<file path="src/rtl/seqr_pkg.sv">
package seqr_pkg;
    localparam int INIT_W = 2;
    localparam int TAG_W  = 3;
    localparam int ADDR_W = 4;
    localparam int DATA_W = 8;

    typedef struct packed {
        logic [INIT_W-1:0] src;
        logic [TAG_W-1:0]  tag;
        logic              wr;
        logic [ADDR_W-1:0] addr;
        logic [DATA_W-1:0] data;
    } req_t;
endpackage

</file>
<file path="src/rtl/seqr_rob.sv">
module seqr_rob
    import seqr_pkg::*;
#(
    parameter int DEPTH = 8,
    parameter int NSRC  = 4,
    localparam int IDX_W = $clog2(DEPTH)
) (
    input  logic                         clk,
    input  logic                         rst_n,
    input  logic                         push,
    input  req_t                         push_req,
    input  logic                         pop,
    input  logic [IDX_W-1:0]             pop_idx,
    input  logic [NSRC-1:0][TAG_W-1:0]   exp_tag,
    output logic                         has_free,
    output logic [NSRC-1:0]              hit,
    output logic [NSRC-1:0][IDX_W-1:0]   hit_idx,
    output req_t                         pop_req
);
    typedef struct packed {
        logic vld;
        req_t req;
    } slot_t;

    slot_t [DEPTH-1:0] slot_q, slot_d;
    logic  [IDX_W-1:0] free_idx;

    // lowest free slot
    always_comb begin
        has_free = 1'b0;
        free_idx = '0;
        for (int k = DEPTH - 1; k >= 0; k--) begin
            if (!slot_q[k].vld) begin
                has_free = 1'b1;
                free_idx = IDX_W'(k);
            end
        end
    end

    // per-source search for the expected tag
    always_comb begin
        hit     = '0;
        hit_idx = '0;
        for (int s = 0; s < NSRC; s++) begin
            for (int k = DEPTH - 1; k >= 0; k--) begin
                if (slot_q[k].vld && slot_q[k].req.src == INIT_W'(s)
                    && slot_q[k].req.tag == exp_tag[s]) begin
                    hit[s]     = 1'b1;
                    hit_idx[s] = IDX_W'(k);
                end
            end
        end
    end

    assign pop_req = slot_q[pop_idx].req;

    always_comb begin
        slot_d = slot_q;
        if (pop) begin
            slot_d[pop_idx].vld = 1'b0;
        end
        if (push) begin
            slot_d[free_idx].vld = 1'b1;
            slot_d[free_idx].req = push_req;
        end
    end

    always_ff @(posedge clk or negedge rst_n) begin
        if (!rst_n) begin
            slot_q <= '0;
        end else begin
            slot_q <= slot_d;
        end
    end

    AST_NO_OVERFLOW: assert property (@(posedge clk) disable iff (!rst_n)
        push |-> has_free);
    AST_POP_LIVE: assert property (@(posedge clk) disable iff (!rst_n)
        pop |-> slot_q[pop_idx].vld);
endmodule

</file>
<file path="src/rtl/seqr_rr.sv">
module seqr_rr #(
    parameter int N = 4,
    localparam int IW = $clog2(N)
) (
    input  logic          clk,
    input  logic          rst_n,
    input  logic [N-1:0]  req,
    output logic          gnt_any,
    output logic [IW-1:0] gnt_idx
);
    logic [IW-1:0] ptr_q, ptr_d;
    logic [IW-1:0] idx;

    always_comb begin
        gnt_any = 1'b0;
        gnt_idx = ptr_q;
        idx     = '0;
        // k = N is the last-granted source itself: lowest priority
        for (int k = N; k >= 1; k--) begin
            idx = IW'((int'(ptr_q) + k) % N);
            if (req[idx]) begin
                gnt_any = 1'b1;
                gnt_idx = idx;
            end
        end
        ptr_d = gnt_any ? gnt_idx : ptr_q;
    end

    always_ff @(posedge clk or negedge rst_n) begin
        if (!rst_n) begin
            ptr_q <= IW'(N - 1);
        end else begin
            ptr_q <= ptr_d;
        end
    end

    AST_GNT_IS_REQ: assert property (@(posedge clk) disable iff (!rst_n)
        gnt_any |-> req[gnt_idx]);
    AST_REPEAT_ALONE: assert property (@(posedge clk) disable iff (!rst_n)
        (gnt_any && gnt_idx == ptr_q) |-> $countones(req) == 1);
endmodule

</file>
<file path="src/rtl/seqr_mem.sv">
module seqr_mem
    import seqr_pkg::*;
#(
    localparam int WORDS = 1 << ADDR_W
) (
    input  logic              clk,
    input  logic              rst_n,
    input  logic              we,
    input  logic [ADDR_W-1:0] addr,
    input  logic [DATA_W-1:0] wdata,
    output logic [DATA_W-1:0] rdata
);
    logic [WORDS-1:0][DATA_W-1:0] mem_q, mem_d;

    assign rdata = mem_q[addr];

    always_comb begin
        mem_d = mem_q;
        if (we) begin
            mem_d[addr] = wdata;
        end
    end

    always_ff @(posedge clk or negedge rst_n) begin
        if (!rst_n) begin
            mem_q <= '0;
        end else begin
            mem_q <= mem_d;
        end
    end
endmodule

</file>
<file path="src/rtl/inorder_sequencer.sv">
module inorder_sequencer
    import seqr_pkg::*;
#(
    parameter int DEPTH = 8,
    localparam int NSRC  = 1 << INIT_W,
    localparam int IDX_W = $clog2(DEPTH)
) (
    input  logic              clk,
    input  logic              rst_n,
    input  logic              req_valid,
    output logic              req_ready,
    input  logic [INIT_W-1:0] req_src,
    input  logic [TAG_W-1:0]  req_tag,
    input  logic              req_wr,
    input  logic [ADDR_W-1:0] req_addr,
    input  logic [DATA_W-1:0] req_wdata,
    output logic              rsp_valid,
    output logic [INIT_W-1:0] rsp_src,
    output logic [TAG_W-1:0]  rsp_tag,
    output logic              rsp_wr,
    output logic              rsp_ack,
    output logic [DATA_W-1:0] rsp_rdata
);
    typedef struct packed {
        logic [NSRC-1:0][TAG_W-1:0] exp;
        logic                       rv;
        logic [INIT_W-1:0]          rsrc;
        logic [TAG_W-1:0]           rtag;
        logic                       rwr;
        logic                       rack;
        logic [DATA_W-1:0]          rdata;
    } st_t;

    st_t st_q, st_d;

    req_t                       in_req, pop_req, rel;
    logic                       in_order, use_buf, bypass, push, pop;
    logic                       rob_free, gnt_any;
    logic [NSRC-1:0]            rob_hit, cand;
    logic [NSRC-1:0][IDX_W-1:0] rob_hit_idx;
    logic [INIT_W-1:0]          gnt_idx;
    logic [DATA_W-1:0]          mem_rdata;

    assign in_req   = '{src: req_src, tag: req_tag, wr: req_wr,
                        addr: req_addr, data: req_wdata};
    assign in_order = req_valid && (req_tag == st_q.exp[req_src]);

    always_comb begin
        for (int s = 0; s < NSRC; s++) begin
            cand[s] = rob_hit[s] || (in_order && req_src == INIT_W'(s));
        end
    end

    seqr_rr #(.N(NSRC)) u_arb (
        .clk     (clk),
        .rst_n   (rst_n),
        .req     (cand),
        .gnt_any (gnt_any),
        .gnt_idx (gnt_idx)
    );

    assign use_buf   = rob_hit[gnt_idx];
    assign bypass    = gnt_any && !use_buf;
    assign pop       = gnt_any && use_buf;
    assign req_ready = bypass || rob_free;
    assign push      = req_valid && rob_free && !bypass;
    assign rel       = use_buf ? pop_req : in_req;

    seqr_rob #(.DEPTH(DEPTH), .NSRC(NSRC)) u_rob (
        .clk      (clk),
        .rst_n    (rst_n),
        .push     (push),
        .push_req (in_req),
        .pop      (pop),
        .pop_idx  (rob_hit_idx[gnt_idx]),
        .exp_tag  (st_q.exp),
        .has_free (rob_free),
        .hit      (rob_hit),
        .hit_idx  (rob_hit_idx),
        .pop_req  (pop_req)
    );

    seqr_mem u_mem (
        .clk   (clk),
        .rst_n (rst_n),
        .we    (gnt_any && rel.wr),
        .addr  (rel.addr),
        .wdata (rel.data),
        .rdata (mem_rdata)
    );

    always_comb begin
        st_d    = st_q;
        st_d.rv = gnt_any;
        if (gnt_any) begin
            st_d.exp[gnt_idx] = st_q.exp[gnt_idx] + TAG_W'(1);
            st_d.rsrc         = rel.src;
            st_d.rtag         = rel.tag;
            st_d.rwr          = rel.wr;
            st_d.rack         = rel.wr;
            st_d.rdata        = rel.wr ? '0 : mem_rdata;
        end
    end

    always_ff @(posedge clk or negedge rst_n) begin
        if (!rst_n) begin
            st_q <= '0;
        end else begin
            st_q <= st_d;
        end
    end

    assign rsp_valid = st_q.rv;
    assign rsp_src   = st_q.rsrc;
    assign rsp_tag   = st_q.rtag;
    assign rsp_wr    = st_q.rwr;
    assign rsp_ack   = st_q.rack;
    assign rsp_rdata = st_q.rdata;

    AST_RSP_FOLLOWS: assert property (@(posedge clk) disable iff (!rst_n)
        gnt_any |=> rsp_valid);
    AST_RSP_IN_ORDER: assert property (@(posedge clk) disable iff (!rst_n)
        rsp_valid |-> (TAG_W'(rsp_tag + TAG_W'(1)) == st_q.exp[rsp_src]));
    AST_ACK_IS_WRITE: assert property (@(posedge clk) disable iff (!rst_n)
        rsp_valid |-> (rsp_ack == rsp_wr));
    AST_STALL_FULL: assert property (@(posedge clk) disable iff (!rst_n)
        (req_valid && !req_ready) |-> !rob_free);
endmodule

</file>
<file path="config.mk">
export PLATFORM = sky130hd
export DESIGN_NAME = inorder_sequencer
export DESIGN_NICKNAME = d
export VERILOG_FILES = /design/src/rtl/seqr_pkg.sv /design/src/rtl/seqr_rob.sv /design/src/rtl/seqr_rr.sv /design/src/rtl/seqr_mem.sv /design/src/rtl/inorder_sequencer.sv
export SDC_FILE = /design/constraint.sdc
export NUM_CORES = 1
export LEC_CHECK = 0
export BUFFER_PORTS_ARGS = -buffer_cell sky130_fd_sc_hd__buf_2
export CORE_ASPECT_RATIO = 0.9
export CORE_MARGIN = 5
export CORE_UTILIZATION = 35
export CTS_CLUSTER_DIAMETER = 40
export DETAILED_ROUTE_END_ITERATION = 10
export GPL_TIMING_DRIVEN = 1
export MAX_ROUTING_LAYER = met4
export PLACE_DENSITY_LB_ADDON = 0.12
export SLEW_MARGIN = 20
export SYNTH_ARGS = -nofsm -noshare
export SYNTH_HDL_FRONTEND = slang
export SYNTH_SLANG_ARGS = --single-unit
</file>
<file path="constraint.sdc">
create_clock -name clk -period 6.05 [get_ports clk]
set_clock_uncertainty 0.15 [all_clocks]
set_input_delay 0.3025 -clock clk [delete_from_list [all_inputs] [get_ports clk]]
set_output_delay 0.3025 -clock clk [all_outputs]
set_load 0.02 [all_outputs]
</file>
-- Word-level counts from Yosys, hierarchy flattened
Cells that the tools add are included.
- add/subtract/negate cells: 5
- equal/unequal tests: 60
- magnitude comparators: 13
- reductions and logical operators: 94
- multiplexer cells: 127
- operators with widths (operator ; count):
    bitwise mux 152 bit ; 3
    2-to-1 mux 152 bit ; 2
    demux 19 bit (select 3 bit) ; 3
    2-to-1 mux 3 bit ; 44
    bitwise mux 128 bit ; 1
    equality test 3 bit ; 33
    logical AND 1 bit ; 78
    binary-select mux 19 bit (select 3 bit) ; 1
    2-to-1 mux 18 bit ; 3
    2-to-1 mux 1 bit ; 49
    2-to-1 mux 19 bit ; 2
    equality test 2 bit, second input constant ; 18
    binary-select mux 8 bit (select 4 bit) ; 1
    demux 8 bit (select 4 bit) ; 1
    2-to-1 mux 8 bit ; 3
    binary-select mux 3 bit (select 2 bit) ; 3
    equality test 2 x 1 -> 1 bit, second input constant ; 9
    logical NOT 2 bit ; 9
    < comparator 2 x 3 -> 1 bit, second input constant ; 6
    bitwise mux 12 bit ; 1
    binary-select mux 1 bit (select 2 bit) ; 5
    < comparator 3 x 4 -> 1 bit, second input constant ; 2
    2-to-1 mux 2 bit ; 4
    demux 3 bit (select 2 bit) ; 1
    9 further kinds ; 17
- register bits after elaboration: 309
- input port bits: 21

-- Depth between registers and ports, before layout
- depth after elaboration: 29
- depth in mapped cells: 20
- depth with buffers taken out: 15

-- Cells and area by module
Synthesis repeated with hierarchy kept, for this count alone.
- cells, all modules: 1207
- area total of the unflattened synthesis: 16459.5 um^2
- by module, submodules not included (module ; cells each ; area an instance (um^2) ; times used ; seq. area each (um^2)):
    seqr_rob ; 674 ; 8644.5 ; 1 ; 3803.6
    seqr_mem ; 365 ; 5970.7 ; 1 ; 3203.1
    inorder_sequencer ; 150 ; 1694.1 ; 1 ; 675.6
    seqr_rr ; 18 ; 150.1 ; 1 ; 52.6

-- Worst setup path after synthesis
No wires, ideal clock.
- path kind: in2reg
- start: in req_src[0]
- end: reg u_mem.mem_q[25] (netlist bit)
- library setup time: 0.125 ns
- slack: 1.329 ns
- required time: 5.775 ns
- cell stages on the path: 16
- arrival: 4.446 ns
- cell sequence: clkbuf_1 mux2i_1 mux2i_1 or4_1 and3_1 a211o_1 nand2_1 mux2_2 a31o_2 a22o_1 o31ai_4 nor3b_1 and2b_1 and2_1 buf_2 mux2_2
- cells in the longest elaborated chain, start to end: 22
- elaborated cells on any way between the ends: 46
- those cells by class: order compare: 2; eq/ne: 4; mux: 28; reduce/logical: 12
- ends and longest elaborated chain (what ; line ; RTL):
    start, declared ; inorder_sequencer.sv:12 ; input logic [INIT_W-1:0] req_src,
    binary-select mux 3 bit (select 2 bit) ; inorder_sequencer.sv:46 ; assign in_order = req_valid && (req_tag == st_q.exp[req_src]);
    2-to-1 mux 3 bit (not written as such) ; inorder_sequencer.sv:46 ;
    equality test 3 bit ; inorder_sequencer.sv:46 ;
    logical AND 1 bit ; inorder_sequencer.sv:46 ;
    logical AND 1 bit ; inorder_sequencer.sv:50 ; cand[s] = rob_hit[s] || (in_order && req_src == INIT_W'(s));
    logical OR 1 bit ; inorder_sequencer.sv:50 ;
    binary-select mux 1 bit (select 2 bit) ; seqr_rr.sv:21 ; if (req[idx]) begin
    2-to-1 mux 1 bit (not written as such) ; seqr_rr.sv:21 ;
    [... 6 more ...] ; - ;
    binary-select mux 19 bit (select 3 bit) ; seqr_rob.sv:55 ; assign pop_req = slot_q[pop_idx].req;
    2-to-1 mux 18 bit (not written as such) ; seqr_rob.sv:55 ;
    2-to-1 mux 18 bit ; inorder_sequencer.sv:67 ; assign rel = use_buf ? pop_req : in_req;
    < comparator 4 x 5 -> 1 bit (not written as such) or greater-or-equal comparator 4 x 1 -> 1 bit (tied branches) ; seqr_mem.sv:20 ; mem_d[addr] = wdata;
    logical AND 1 bit (not written as such) ; seqr_mem.sv:20 ;
    2-to-1 mux 8 bit (not written as such) ; seqr_mem.sv:20 ;
    demux 8 bit (select 4 bit) ; - ;
    bitwise mux 128 bit ; seqr_mem.sv:20 ;
    end signal, assigned ; seqr_mem.sv:28 ; mem_q <= mem_d;
    end, declared ; seqr_mem.sv:13 ; logic [WORDS-1:0][DATA_W-1:0] mem_q, mem_d;
Several ways; a longest one is shown, not always the timed one. The select of a mux whose other input is x is not followed.
A chain may end at the register's enable or synchronous reset.

-- Final worst setup path
- start: reg st_q[17] (netlist bit)
- end: reg u_mem.mem_q[22] (netlist bit)
- cells in the longest elaborated chain, start to end: 27
- elaborated cells on any way between the ends: 74
- those cells by class: order compare: 2; eq/ne: 9; mux: 44; reduce/logical: 19
- ends and longest elaborated chain (what ; line ; RTL):
    start, declared ; inorder_sequencer.sv:34 ; st_t st_q, st_d;
    start signal, assigned ; inorder_sequencer.sv:109 ; st_q <= st_d;
    equality test 3 bit ; seqr_rob.sv:47 ; && slot_q[k].req.tag == exp_tag[s]) begin
    logical AND 1 bit ; seqr_rob.sv:47 ;
    2-to-1 mux 1 bit (8 in series) ; seqr_rob.sv:46 ; if (slot_q[k].vld && slot_q[k].req.src == INIT_W'(s)
    logical OR 1 bit ; inorder_sequencer.sv:50 ;
    binary-select mux 1 bit (select 2 bit) ; seqr_rr.sv:21 ;
    2-to-1 mux 1 bit (not written as such) ; seqr_rr.sv:21 ;
    2-to-1 mux 2 bit (4 in series) ; seqr_rr.sv:21 ;
    binary-select mux 3 bit (select 2 bit) ; inorder_sequencer.sv:75 ; .pop_idx (rob_hit_idx[gnt_idx]),
    2-to-1 mux 3 bit (not written as such) ; inorder_sequencer.sv:75 ;
    binary-select mux 19 bit (select 3 bit) ; seqr_rob.sv:55 ;
    2-to-1 mux 18 bit (not written as such) ; seqr_rob.sv:55 ;
    2-to-1 mux 18 bit ; inorder_sequencer.sv:67 ;
    < comparator 4 x 5 -> 1 bit (not written as such) or greater-or-equal comparator 4 x 1 -> 1 bit (tied branches) ; seqr_mem.sv:20 ;
    logical AND 1 bit (not written as such) ; seqr_mem.sv:20 ;
    2-to-1 mux 8 bit (not written as such) ; seqr_mem.sv:20 ;
    demux 8 bit (select 4 bit) ; - ;
    bitwise mux 128 bit ; seqr_mem.sv:20 ;
Several ways; a longest one is shown, not always the timed one. The select of a mux whose other input is x is not followed.

==> metrics.txt <==
H-tree depth 2; failing checks design-rule violations; async set-reset flop share out of synthesis 100%; CTS root buffer clkbuf_16; reg2reg setup slack 0.36 ns; Commonest cells post-synth dfrtp_1, mux2_2, nand2_1; Final Core Density 42.1%; EDFF count, synth 0; post-synthesis sequential area ratio 45.7%; yosys warns 0; global placement routability congestion 0.938; Hold Crit Class in -> reg; Min-Delay Path Depth 3; most frequent cell after synthesis dfrtp_1; R2R depth 18; first-pass GRT wire length 77500 um; Horiz. Die Dim 242 um; Cells after DPL 2092; chip height 219 um; Synth area leaders dfrtp_1, mux2_2, mux2i_1; Pre-antenna DRT Iters 7; Post-route DRC 2; CTS clk-pin slew, worst paths 0.06 ns; Clk Latency, worst-skew pair 0.62 ns; WL final 50000 um; Cell variety after synth 76; area of the core 47800 sq um; share of the synthesized area in the top cell type 45.4%; die footprint 52800 sq um; Area growth, synth to finish 19.1%; initial antenna violation count 0; leading area contributor after synthesis dfrtp_1; CP max FO 26; syn_area_per_cell 11.4 sq um; grt total ovfl 0; Main synth FF type dfrtp_1; Post-Synthesis Cells 1480; Hold Startpoint req_tag[0]; Worst Setup Start Kind register; final std cells w/o fill 2212; final setup TNS 0 ns; Slew Viols, Final 0; NumNets Final 1562; post-place setup slack 0.319 ns; Iter 0 DRT Violations 722; Starting Density 35.4%; Ports 38; worst-margin pin slew 0.973 ns; drt via density 5.42; Max transition margin 35.1%; Rows 76; Max Cap Violations 0; clock sinks 309; fin crit share 94.1%; register bit total from synthesis 309; crit end category register; Final min period 5.69 ns; largest net degree at the start of global routing 119; mapped cell area 16900 sq um; crit path launch st_q[17]; Antenna Cells 0; via count 11995; all-layer global routing usage 19.4%; layout cells sized above 1 34.2%; CP arrival 6.04 ns; unrepaired setup endpoints after global routing false; status finished, violations left; reg2reg end u_mem.mem_q[22]; Mapped Nets 1502; Final Hold Fails 0; final setup fails 0; Highest Clock Rate 176 MHz; HPWL after DPL 34500 um; number of global-route vias before repair 12245; Hold Path Sink rsp_tag[0]; TritonCTS clock tree built; required time of the critical path 6.40 ns; Num CTS Buffers 56; clock buffer depth 3; wire per inst 22.6 um; IO buf count 37; worst setup margin 0.359 ns; antenna-violating nets left 0; critical setup path kind reg -> reg; launch point of the worst reg-to-reg path st_q[17]
[worst max path at each step]
stage,to,slack (ns),cells after the start
6_report,u_mem.mem_q[22],0.36,18
5_1_grt,u_mem.mem_q[20],0.0006,16
4_1_cts,u_mem.mem_q[22],0.30,15
3_5_place_dp,u_mem.mem_q[22],0.32,15
3_3_place_gp,u_mem.mem_q[18],0.23,16
2_1_floorplan,u_mem.mem_q[25],1.33,16
[state kept, by name (all words and copies together) (netlist names), 2 cells and up]
| register | count |
|---|---|
| u_mem.mem_q | 128 |
| u_arb.ptr_q | 2 |
| rsp_src | 2 |
| rsp_rdata | 8 |
| st_q | 12 |
| u_rob.slot_q | 152 |
| rsp_tag | 3 |
[worst max-delay path: stages (launching register included)]
cell and delay (ns):
dfrtp_1 0.81, xor2_1 0.19, nor4_1 0.07, buf_4 0.14
nor4_1 0.48, buf_4 0.21, nand4_1 0.10, a221o_1 0.35
and2_1 0.17, buf_4 0.21, o32ai_4 0.32, buf_12 0.22
mux2i_1 0.11, a222oi_1 0.40, a22oi_2 0.13, buf_12 0.21
nor4_2 0.45, and2_1 0.47, mux2_1 0.37
[layer usage]
layer | vias to the layer above | track usage [%] | part of all wire, %
met3 | 75 | 3.44 | 5.1
met2 | 274 | 28.7 | 44
met4 | 0 | 5.53 | 2.3
li1 | 5514 | - | -
met5 | - | - | 0
met1 | 6132 | 27.6 | 49
[metrics by stage]
| step | hold WS (ns) | area (sq um) |
|---|---|---|
| after global routing | 0.0790 | 20200 |
| final | 0.0807 | 20200 |
| after CTS | 0.0399 | 20100 |
| after floorplan | -0.143 | 16900 |
| after detailed placement | 0.216 | 18000 |
| after global placement | 0.216 | 18000 |
[area by class of cell]
cell class              instances  area, sq um
inverters                      14         52.6
clock inverters                43          514
fillers                      4515        27700
multi-input cells            1027         8480
well taps                     624          781
repair buffers                132         1120
flip-flops and latches        309         7740
clock buffers                  63         1470
[what timing repair did]
action                     in CTS  in global routing
setup buffers                   0                  0
resized for setup               0                  4
setup endpoints to repair       0                  8
hold buffers                   14                  0
hold endpoints to repair      193                  0
[cell families after synthesis]
family / Yosys count / share of synthesized area [%]
AOI/OAI and AO/OA: 172 / 7.56
muxes: 397 / 25.8
adders and majority gates: 1 / 0.0740
buffers and inverters: 144 / 4.28
DFF: 309 / 45.7
and+or+nand+nor: 349 / 11.0
xor gates and xnor gates: 108 / 5.59
[cells in the final DEF, fill, tap and decap left out, types with 19 or more instances in the layout]
| cell type | synthesis | final |
|---|---|---|
| o21ai_0 | 43 | 43 |
| nand2_1 | 102 | 101 |
| clkbuf_16 | 0 | 56 |
| dfrtp_1 | 307 | 306 |
| a211oi_1 | 21 | 21 |
| nor4_1 | 38 | 35 |
| xor2_1 | 94 | 94 |
| nand3_1 | 52 | 52 |
| nor2_1 | 39 | 39 |
| mux2_1 | 22 | 22 |
| buf_2 | 53 | 36 |
| buf_4 | 26 | 67 |
| mux2i_1 | 88 | 88 |
| mux2_2 | 287 | 287 |
| nand4_1 | 19 | 19 |
| a21oi_1 | 20 | 19 |
Power is not shown: default switching activity piles up to over one toggle a cycle in this logic, so the estimate is an artifact.
